**config.mk**
```make
export PLATFORM = sky130hd
export DESIGN_NAME = sp_round_pack
export DESIGN_NICKNAME = d
export VERILOG_FILES = /design/src/rtl/sprp_pkg.sv /design/src/rtl/sprp_denorm.sv /design/src/rtl/sprp_round.sv /design/src/rtl/sprp_pack.sv /design/src/rtl/sp_round_pack.sv
export SDC_FILE = /design/constraint.sdc
export NUM_CORES = 1
export LEC_CHECK = 0
export CAP_MARGIN = 20
export CORE_ASPECT_RATIO = 0.75
export CORE_MARGIN = 2
export CORE_UTILIZATION = 35
export DETAILED_ROUTE_END_ITERATION = 10
export DONT_BUFFER_PORTS = 1
export GPL_ROUTABILITY_DRIVEN = 0
export GPL_TIMING_DRIVEN = 0
export PLACE_DENSITY = 0.58
export REMOVE_ABC_BUFFERS = 1
export SYNTH_ARGS = -nofsm -noshare
export SYNTH_HDL_FRONTEND = slang
export SYNTH_SLANG_ARGS = --single-unit
```
**constraint.sdc**
```tcl
create_clock -name clk -period 8.9 [get_ports clk]
set_input_delay 1.335 -clock clk [delete_from_list [all_inputs] [get_ports clk]]
set_output_delay 1.335 -clock clk [all_outputs]
set_load 0.05 [all_outputs]
```
**src/rtl/sprp_pkg.sv**
```systemverilog
// Shared constants, rounding-mode type and rounding-increment function
// for the single-precision round-and-pack unit.
// Assumes the extended significand layout: hidden bit, fraction, then
// GRS_W extra bits below the fraction.
package sprp_pkg;

    localparam int FRAC_W = 23;
    localparam int GRS_W  = 3;
    localparam int EXPF_W = 8;
    localparam int SIG_W  = FRAC_W + 1;
    localparam int MANT_W = SIG_W + GRS_W;
    localparam int WORD_W = 1 + EXPF_W + FRAC_W;
    localparam int BIAS   = (1 << (EXPF_W - 1)) - 1;
    localparam int EMIN   = 1 - BIAS;
    localparam int EMAX   = BIAS;

    localparam logic [MANT_W:0] INC_ULP     = (MANT_W + 1)'(1 << GRS_W);
    localparam logic [MANT_W:0] INC_HALF_M1 = (MANT_W + 1)'((1 << (GRS_W - 1)) - 1);

    typedef enum logic [1:0] {
        RM_NEAR = 2'd0,
        RM_ZERO = 2'd1,
        RM_UP   = 2'd2,
        RM_DOWN = 2'd3
    } rmode_e;

    // Amount to add to an extended significand before the extra bits are dropped.
    // low holds the extra bits plus the last kept bit (for ties to even).
    function automatic logic [MANT_W:0] round_inc(input logic sgn,
                                                  input logic [GRS_W:0] low,
                                                  input rmode_e md);
        logic [MANT_W:0] inc;
        inc = '0;
        if (|low[GRS_W-1:0]) begin
            case (md)
                RM_NEAR: inc = INC_HALF_M1 + {{MANT_W{1'b0}}, low[GRS_W]};
                RM_ZERO: inc = '0;
                RM_UP:   if (!sgn) inc = INC_ULP;
                RM_DOWN: if (sgn)  inc = INC_ULP;
                default: inc = '0;
            endcase
        end
        return inc;
    endfunction

endpackage

```
**src/rtl/sprp_denorm.sv**
```systemverilog
// Range fix-up ahead of rounding. An exponent below the normal minimum is
// either flagged for flush, resolved as "not tiny after rounding" at the
// boundary exponent, or shifted right with sticky collection and pinned to
// the minimum exponent. In-range values pass through.
// Assumes a nonzero significand with the hidden bit set and EXP_W >= 10.
module sprp_denorm
    import sprp_pkg::*;
#(
    parameter int EXP_W = 10
) (
    input  logic                    sgn_i,
    input  logic signed [EXP_W-1:0] exp_i,
    input  logic [MANT_W-1:0]       mant_i,
    input  rmode_e                  mode_i,
    input  logic                    ftz_i,
    output logic [MANT_W-1:0]       mant_o,
    output logic signed [EXP_W:0]   exp_o,
    output logic                    flush_o,
    output logic                    edge_inx_o
);

    localparam int SH_W = $clog2(MANT_W);
    localparam logic signed [EXP_W:0] EMIN_X = (EXP_W + 1)'(EMIN);
    localparam logic signed [EXP_W:0] EDGE_X = (EXP_W + 1)'(EMIN - 1);
    localparam logic signed [EXP_W:0] SH_LIM = (EXP_W + 1)'(MANT_W);

    logic signed [EXP_W:0] exp_w;
    logic signed [EXP_W:0] shamt;
    logic [SH_W-1:0]       sh;
    logic                  below;
    logic                  edge_carry;
    logic [MANT_W-1:0]     shifted;
    logic                  lost;

    // Sign-extend the exponent and measure how far below the range it sits.
    assign exp_w = {exp_i[EXP_W-1], exp_i};
    assign below = exp_w < EMIN_X;
    assign shamt = EMIN_X - exp_w;
    assign sh    = shamt[SH_W-1:0];

    // Boundary case: rounding the unshifted value would carry out of the top.
    assign edge_carry = (exp_w == EDGE_X) &&
        1'(({1'b0, mant_i} + round_inc(sgn_i, mant_i[GRS_W:0], mode_i)) >> MANT_W);

    // Plain right shift plus the OR of every bit pushed out.
    assign shifted = mant_i >> sh;
    assign lost    = |(mant_i & ~({MANT_W{1'b1}} << sh));

    assign flush_o    = below && ftz_i;
    assign edge_inx_o = below && !ftz_i && edge_carry;

    // Select the significand and exponent handed to the rounding stage.
    always_comb begin
        mant_o = mant_i;
        exp_o  = exp_w;
        if (below) begin
            exp_o = EMIN_X;
            if (edge_carry) begin
                mant_o = {1'b1, {(MANT_W - 1){1'b0}}};
            end else if (shamt >= SH_LIM) begin
                mant_o = {{(MANT_W - 1){1'b0}}, 1'b1};
            end else begin
                mant_o = shifted | {{(MANT_W - 1){1'b0}}, lost};
            end
        end
    end

endmodule

```
**src/rtl/sprp_round.sv**
```systemverilog
// Rounding stage: applies the mode-dependent increment when extra bits are
// nonzero, renormalizes a carry out of the hidden-bit position and drops the
// extra bits. Reports inexact and tiny-before-rounding.
// Assumes the significand has no bits set above the hidden-bit position.
module sprp_round
    import sprp_pkg::*;
#(
    parameter int EXP_W = 10
) (
    input  logic                  sgn_i,
    input  logic signed [EXP_W:0] exp_i,
    input  logic [MANT_W-1:0]     mant_i,
    input  rmode_e                mode_i,
    output logic [SIG_W-1:0]      sig_o,
    output logic signed [EXP_W:0] exp_o,
    output logic                  inexact_o,
    output logic                  tiny_o
);

    logic [MANT_W:0] inc;
    logic            carry;

    // Increment chosen from mode, sign and the low bits.
    assign inc = round_inc(sgn_i, mant_i[GRS_W:0], mode_i);

    // Inexact and tiny are judged on the value before rounding.
    assign inexact_o = |mant_i[GRS_W-1:0];
    assign tiny_o    = inexact_o && !mant_i[MANT_W-1];

    // Carry out of the top after adding the increment.
    assign carry = 1'(({1'b0, mant_i} + inc) >> MANT_W);

    // Drop the extra bits, one more position when the sum carried.
    assign sig_o = carry ? SIG_W'(({1'b0, mant_i} + inc) >> (GRS_W + 1))
                         : SIG_W'(({1'b0, mant_i} + inc) >> GRS_W);
    assign exp_o = carry ? exp_i + (EXP_W + 1)'(1) : exp_i;

endmodule

```
**src/rtl/sprp_pack.sv**
```systemverilog
// Packing stage: saturates an exponent above the finite range according to
// mode and sign, packs a denormal with a zero exponent field, or packs a
// normal with a biased exponent and the hidden bit removed.
// Assumes a rounded significand and an exponent no lower than the minimum.
module sprp_pack
    import sprp_pkg::*;
#(
    parameter int EXP_W = 10
) (
    input  logic                  sgn_i,
    input  logic signed [EXP_W:0] exp_i,
    input  logic [SIG_W-1:0]      sig_i,
    input  rmode_e                mode_i,
    input  logic                  uf_trap_i,
    output logic [WORD_W-1:0]     word_o,
    output logic                  ovf_o,
    output logic                  uf_trap_o
);

    localparam logic signed [EXP_W:0] EMAX_X = (EXP_W + 1)'(EMAX);
    localparam logic signed [EXP_W:0] BIAS_X = (EXP_W + 1)'(BIAS);
    localparam logic [WORD_W-2:0] INF_MAG = {{EXPF_W{1'b1}}, {FRAC_W{1'b0}}};
    localparam logic [WORD_W-2:0] MAX_MAG = {{(EXPF_W - 1){1'b1}}, 1'b0, {FRAC_W{1'b1}}};

    logic to_inf;

    // Overflow goes to infinity when the mode rounds away from zero for this sign.
    assign ovf_o  = exp_i > EMAX_X;
    assign to_inf = (mode_i == RM_NEAR) ||
                    (mode_i == RM_UP && !sgn_i) ||
                    (mode_i == RM_DOWN && sgn_i);

    // Build the output word for the saturated, denormal or normal case.
    always_comb begin
        uf_trap_o = 1'b0;
        if (ovf_o) begin
            word_o = {sgn_i, to_inf ? INF_MAG : MAX_MAG};
        end else if (!sig_i[SIG_W-1]) begin
            word_o    = {sgn_i, {EXPF_W{1'b0}}, sig_i[FRAC_W-1:0]};
            uf_trap_o = uf_trap_i;
        end else begin
            word_o = {sgn_i, EXPF_W'(exp_i + BIAS_X), sig_i[FRAC_W-1:0]};
        end
    end

endmodule

```
**src/rtl/sp_round_pack.sv**
```systemverilog
// Single-precision round-and-pack unit. Chains range fix-up, rounding and
// packing, overrides the result on a flush, merges the flags and registers
// word and flags together for a one-cycle latency.
// Assumes a nonzero input significand with the hidden bit set and nothing
// above it; no handshake, one operation per clock.
module sp_round_pack
    import sprp_pkg::*;
#(
    parameter int EXP_W = 10
) (
    input  logic                    clk,
    input  logic                    rst_n,
    input  logic                    in_sign,
    input  logic signed [EXP_W-1:0] in_exp,
    input  logic [MANT_W-1:0]       in_mant,
    input  logic [1:0]              in_rmode,
    input  logic                    in_ftz,
    input  logic                    in_uf_trap,
    output logic [WORD_W-1:0]       out_word,
    output logic                    out_inexact,
    output logic                    out_underflow,
    output logic                    out_overflow
);

    localparam logic signed [EXP_W:0] EMIN_X = (EXP_W + 1)'(EMIN);
    localparam logic signed [EXP_W:0] EMAX_X = (EXP_W + 1)'(EMAX);
    localparam logic signed [EXP_W:0] BIAS_X = (EXP_W + 1)'(BIAS);
    localparam logic [WORD_W-2:0] INF_MAG = {{EXPF_W{1'b1}}, {FRAC_W{1'b0}}};
    localparam logic [WORD_W-2:0] MAX_MAG = {{(EXPF_W - 1){1'b1}}, 1'b0, {FRAC_W{1'b1}}};

    rmode_e                md;
    logic [MANT_W-1:0]     dn_mant;
    logic signed [EXP_W:0] dn_exp;
    logic                  dn_flush;
    logic                  dn_edge_inx;
    logic [SIG_W-1:0]      rd_sig;
    logic signed [EXP_W:0] rd_exp;
    logic                  rd_inexact;
    logic                  rd_tiny;
    logic [WORD_W-1:0]     pk_word;
    logic                  pk_ovf;
    logic                  pk_uf;
    logic                  flush_min;
    logic [WORD_W-1:0]     nxt_word;
    logic                  nxt_inexact;
    logic                  nxt_underflow;
    logic                  nxt_overflow;
    logic                  live_q;

    assign md = rmode_e'(in_rmode);

    sprp_denorm #(.EXP_W(EXP_W)) u_denorm (
        .sgn_i      (in_sign),
        .exp_i      (in_exp),
        .mant_i     (in_mant),
        .mode_i     (md),
        .ftz_i      (in_ftz),
        .mant_o     (dn_mant),
        .exp_o      (dn_exp),
        .flush_o    (dn_flush),
        .edge_inx_o (dn_edge_inx)
    );

    sprp_round #(.EXP_W(EXP_W)) u_round (
        .sgn_i     (in_sign),
        .exp_i     (dn_exp),
        .mant_i    (dn_mant),
        .mode_i    (md),
        .sig_o     (rd_sig),
        .exp_o     (rd_exp),
        .inexact_o (rd_inexact),
        .tiny_o    (rd_tiny)
    );

    sprp_pack #(.EXP_W(EXP_W)) u_pack (
        .sgn_i     (in_sign),
        .exp_i     (rd_exp),
        .sig_i     (rd_sig),
        .mode_i    (md),
        .uf_trap_i (in_uf_trap),
        .word_o    (pk_word),
        .ovf_o     (pk_ovf),
        .uf_trap_o (pk_uf)
    );

    // A flush returns the smallest denormal when the mode rounds away for this sign.
    assign flush_min = (md == RM_UP && !in_sign) || (md == RM_DOWN && in_sign);

    // Merge flush override and per-stage flags into the next registered result.
    always_comb begin
        if (dn_flush) begin
            nxt_word      = {in_sign, {(WORD_W - 2){1'b0}}, flush_min};
            nxt_inexact   = 1'b1;
            nxt_underflow = 1'b1;
            nxt_overflow  = 1'b0;
        end else begin
            nxt_word      = pk_word;
            nxt_inexact   = dn_edge_inx || rd_inexact || pk_ovf;
            nxt_underflow = rd_tiny || pk_uf;
            nxt_overflow  = pk_ovf;
        end
    end

    // Output register with synchronous active-low reset.
    always_ff @(posedge clk) begin
        if (!rst_n) begin
            out_word      <= '0;
            out_inexact   <= 1'b0;
            out_underflow <= 1'b0;
            out_overflow  <= 1'b0;
        end else begin
            out_word      <= nxt_word;
            out_inexact   <= nxt_inexact;
            out_underflow <= nxt_underflow;
            out_overflow  <= nxt_overflow;
        end
    end

    // Marks that the previous edge captured real inputs rather than reset.
    always_ff @(posedge clk) begin
        if (!rst_n) live_q <= 1'b0;
        else        live_q <= 1'b1;
    end

    logic signed [EXP_W:0] in_exp_w;
    logic [EXPF_W-1:0]     in_bexp;
    assign in_exp_w = {in_exp[EXP_W-1], in_exp};
    assign in_bexp  = EXPF_W'(in_exp_w + BIAS_X);

    // the first result after reset is still the cleared state
    a_r1_reset_clear: assert property (@(posedge clk) disable iff (!rst_n)
        !live_q |-> (out_word == '0 && !out_inexact && !out_underflow && !out_overflow));

    // overflow carries inexact and one of the two saturation magnitudes
    a_r11_ovf_saturates: assert property (@(posedge clk) disable iff (!rst_n)
        live_q && out_overflow |->
            out_inexact && (out_word[WORD_W-2:0] == INF_MAG || out_word[WORD_W-2:0] == MAX_MAG));

    // a flushed input yields zero or smallest denormal with both flags
    a_r10_ftz_flush: assert property (@(posedge clk) disable iff (!rst_n)
        live_q && $past(in_ftz && (in_exp_w < EMIN_X)) |->
            out_underflow && out_inexact && !out_overflow && out_word[WORD_W-2:1] == '0);

    // an exact in-range input packs directly with no flags
    a_r4_exact_normal: assert property (@(posedge clk) disable iff (!rst_n)
        live_q && $past(in_exp_w >= EMIN_X && in_exp_w <= EMAX_X && in_mant[GRS_W-1:0] == '0) |->
            !out_inexact && !out_underflow && !out_overflow &&
            out_word[WORD_W-1] == $past(in_sign) &&
            out_word[WORD_W-2:FRAC_W] == $past(in_bexp) &&
            out_word[FRAC_W-1:0] == $past(in_mant[MANT_W-2:GRS_W]));

    // an inexact result with a zero exponent field always reports underflow
    a_r7_tiny_inexact_uf: assert property (@(posedge clk) disable iff (!rst_n)
        live_q && out_inexact && out_word[WORD_W-2:FRAC_W] == '0 |-> out_underflow);

    // toward-zero rounding never produces infinity
    a_r3_rz_never_inf: assert property (@(posedge clk) disable iff (!rst_n)
        live_q && $past(in_rmode) == RM_ZERO |-> out_word[WORD_W-2:0] != INF_MAG);

endmodule

```
==> run summary <==
Status - finished, final reports clean
Residual DRC count - 0
Largest cells by area after synthesis - dfxtp_1 14%, mux4_2 6.6%, mux2i_1 6.3%
Final core occ - 0.373
Synth cell types - 85
Total negative slack - 0 ns
Starting Density - 0.356
Mapped cell area - 5110 um2
Grt ovf - 0
Worst-path clk slew - 0.05 ns
First-pass GRT wire length - 26800 um
# placed instances - 821
Post-synth EDFFs - 0
Worst setup SP type - primary input
Crit path max fanout - 28
Slew Limit Fails - 0
Synth warnings - 0
Design Area, Final - 5360 um2
Area share of the largest cell type after synthesis - 0.137
Hold slack - 1.19 ns
Via/cell ratio - 6.39
Mapped Cells - 673
Peak supply drop - 0.0812 mV
Worst Path Required - 9.09 ns
Kind of critical path - primary input to flip-flop
Share of cells above drive strength 1 - 0.153
Vias in the first global route - 4883
Power density over cell area - 127 nW/um2
Initial antenna violation count - 0
CTS tree - yes
Die width - 143 um
#FFs+latches synth - 35
Static Leak - 1.95 nW
Rel. slew slack - 0.340
DR vias - 5294
# IOs - 79
Root buf cell - clkbuf_16
Number of setup buffers added after CTS - 0
Synth Flop Type - dfxtp_1
Core Region - 14400 um2
Clock sink total - 35
DIE HEIGHT - 109 um
Largest net degree at the start of global routing - 40
Final Hold Fails - 0
Register area share after synthesis - 0.137
Layout area overhead - 4.95%
Pre-antenna DRT Iters - 5
Post-Layout Cell Count - 829
Largest area contributor in the netlist - dfxtp_1
FP Rows - 38
Final net count - 689
Class of the worst hold path - primary input to flip-flop
Placement Cell Area - 5180 um2
FILL cells - 1526
Crit path DAT - 8.52 ns
Wire per inst - 20.9 um
Initial DRC count - 608
N_diodes - 0
Highest Clock Rate - 120 MHz
Syn avg cell area - 7.59 um2
Antenna Nets Post-Route - 0
IO Port Bufs - 0
Final WL - 17300 um
Tmin final - 8.33 ns
Total CTS buffers - 5
Max-cap violations - 0
Tcrit/Tclk final - 0.936
Worst Tran Pin Value - 0.989 ns
Setup violators final - 0
Clk buf depth - 2
Die footprint - 15600 um2
HPWL after DPL - 13300 um
Htree depth - 2
RSZ-0062 raised after global routing - false
GR Util All Layers - 0.219
Post-synth ARST share - 0
CP endpoint kind - flip-flop
==> report_power, final <==
| group | switching [W] | internal [W] |
|---|---|---|
| clock | 0.0000525 | 0.000100 |
| sequential | 0.0000507 | 0.000170 |
| combinational | 0.000185 | 0.000123 |
| total | 0.000288 | 0.000393 |
==> flip-flops by register name, summed over array words and instances, names as in the netlist <==
name and cells:
out_underflow 1, out_inexact 1, out_word 32, out_overflow 1
==> cells in the mapped netlist (7+ instances only) <==
cell	count
or2_2	7
nand2_1	78
a21oi_2	19
inv_1	17
ha_1	15
dfxtp_1	35
or3_1	7
nor3_1	15
nor4_1	10
o22ai_1	7
a21oi_1	34
mux2_2	19
xnor2_1	13
o21ai_0	40
o211ai_1	10
mux4_2	15
clkbuf_1	37
buf_2	7
and2_1	11
mux2i_1	32
nand4_1	13
nand2b_1	10
nand3_1	26
nor2_1	47
xor2_1	16
==> cell usage in the layout, fill, tap and decap left out, types with 13 or more instances in the layout <==
master | netlist | final
nand4_1 | 13 | 13
mux2i_1 | 32 | 32
inv_1 | 17 | 16
nand3_1 | 26 | 26
a21oi_1 | 34 | 34
nor3_1 | 15 | 15
ha_1 | 15 | 13
nor2_1 | 47 | 47
mux2_2 | 19 | 19
xor2_1 | 16 | 16
a21oi_2 | 19 | 19
mux4_2 | 15 | 15
nand2_1 | 78 | 78
dfxtp_1 | 35 | 35
o21ai_0 | 40 | 40
==> per-stage QoR <==
step                      worst slack, ns  power (W)
final                               0.572   0.000682
after global routing               0.0576   0.000721
after CTS                           0.340   0.000675
after detailed placement           -0.690   0.000518
after global placement             -0.829   0.000509
after floorplan                     0.606   0.000445
==> kinds of logic (layout without fill, tap and decap cells) <==
kind of cell / Yosys count / after routing / synth area share
AND/OR/NAND/NOR: 261 / 261 / 0.267
AO/OA/AOI/OAI: 192 / 192 / 0.270
buffers and inverters: 75 / 31 / 0.0684
multiplexers: 66 / 66 / 0.171
flip-flops: 35 / 35 / 0.137
XOR/XNOR: 29 / 29 / 0.0497
adder cells (fa/ha/maj): 15 / 15 / 0.0368
==> final timing paths <==
path              startpoint            to  cells past startpoint  slack [ns]
setup / recovery   in_exp[4]   out_word[0]                     23        0.57
hold / removal       in_sign  out_word[31]                      1        1.19
==> metal layers <==
layer,track usage,vias up,wire (um)
met5,0,-,0
met4,0.0399,0,201
met3,0.0722,24,2060
met2,0.330,308,7450
met1,0.307,2506,7630
li1,-,2456,-
==> critical path, stage by stage <==
cell and delay, ns:
or4_1 0.62, o311ai_0 0.34, ha_1 0.33, a21boi_2 0.78, nand2_1 0.43, nor2_4 0.33, a221o_1 0.27, nand2_1 0.09
nor2_1 0.13, ha_1 0.18, a21oi_1 0.17, a211oi_1 0.49, o211a_1 0.26, and4_1 0.31, mux2_2 0.39, ha_1 0.19
nor2_1 0.15, nand4_1 0.11, mux2i_1 0.18, o211ai_1 0.11, a41o_2 0.44, or2_2 0.63, a31oi_1 0.25
==> timing repair <==
action / CTS / global route
hold buffers: 0 / 0
cloned: 0 / 1
resized for setup: 2 / 3
endpoints found under the setup margin: 23 / 23
==> final cells by class <==
class / count / area (um2) / share of cell area
Clock buffer: 6 / 129 / 0.0240
Tap cell: 200 / 250 / 0.0467
Timing Repair inverter: 1 / 5.00 / 0.000934
Timing Repair Buffer: 6 / 100 / 0.0187
Inverter: 18 / 71.3 / 0.0133
Sequential cell: 35 / 701 / 0.131
Multi-Input combinational cell: 563 / 4100 / 0.766
Note: power is estimated with default switching activity, not from simulation.
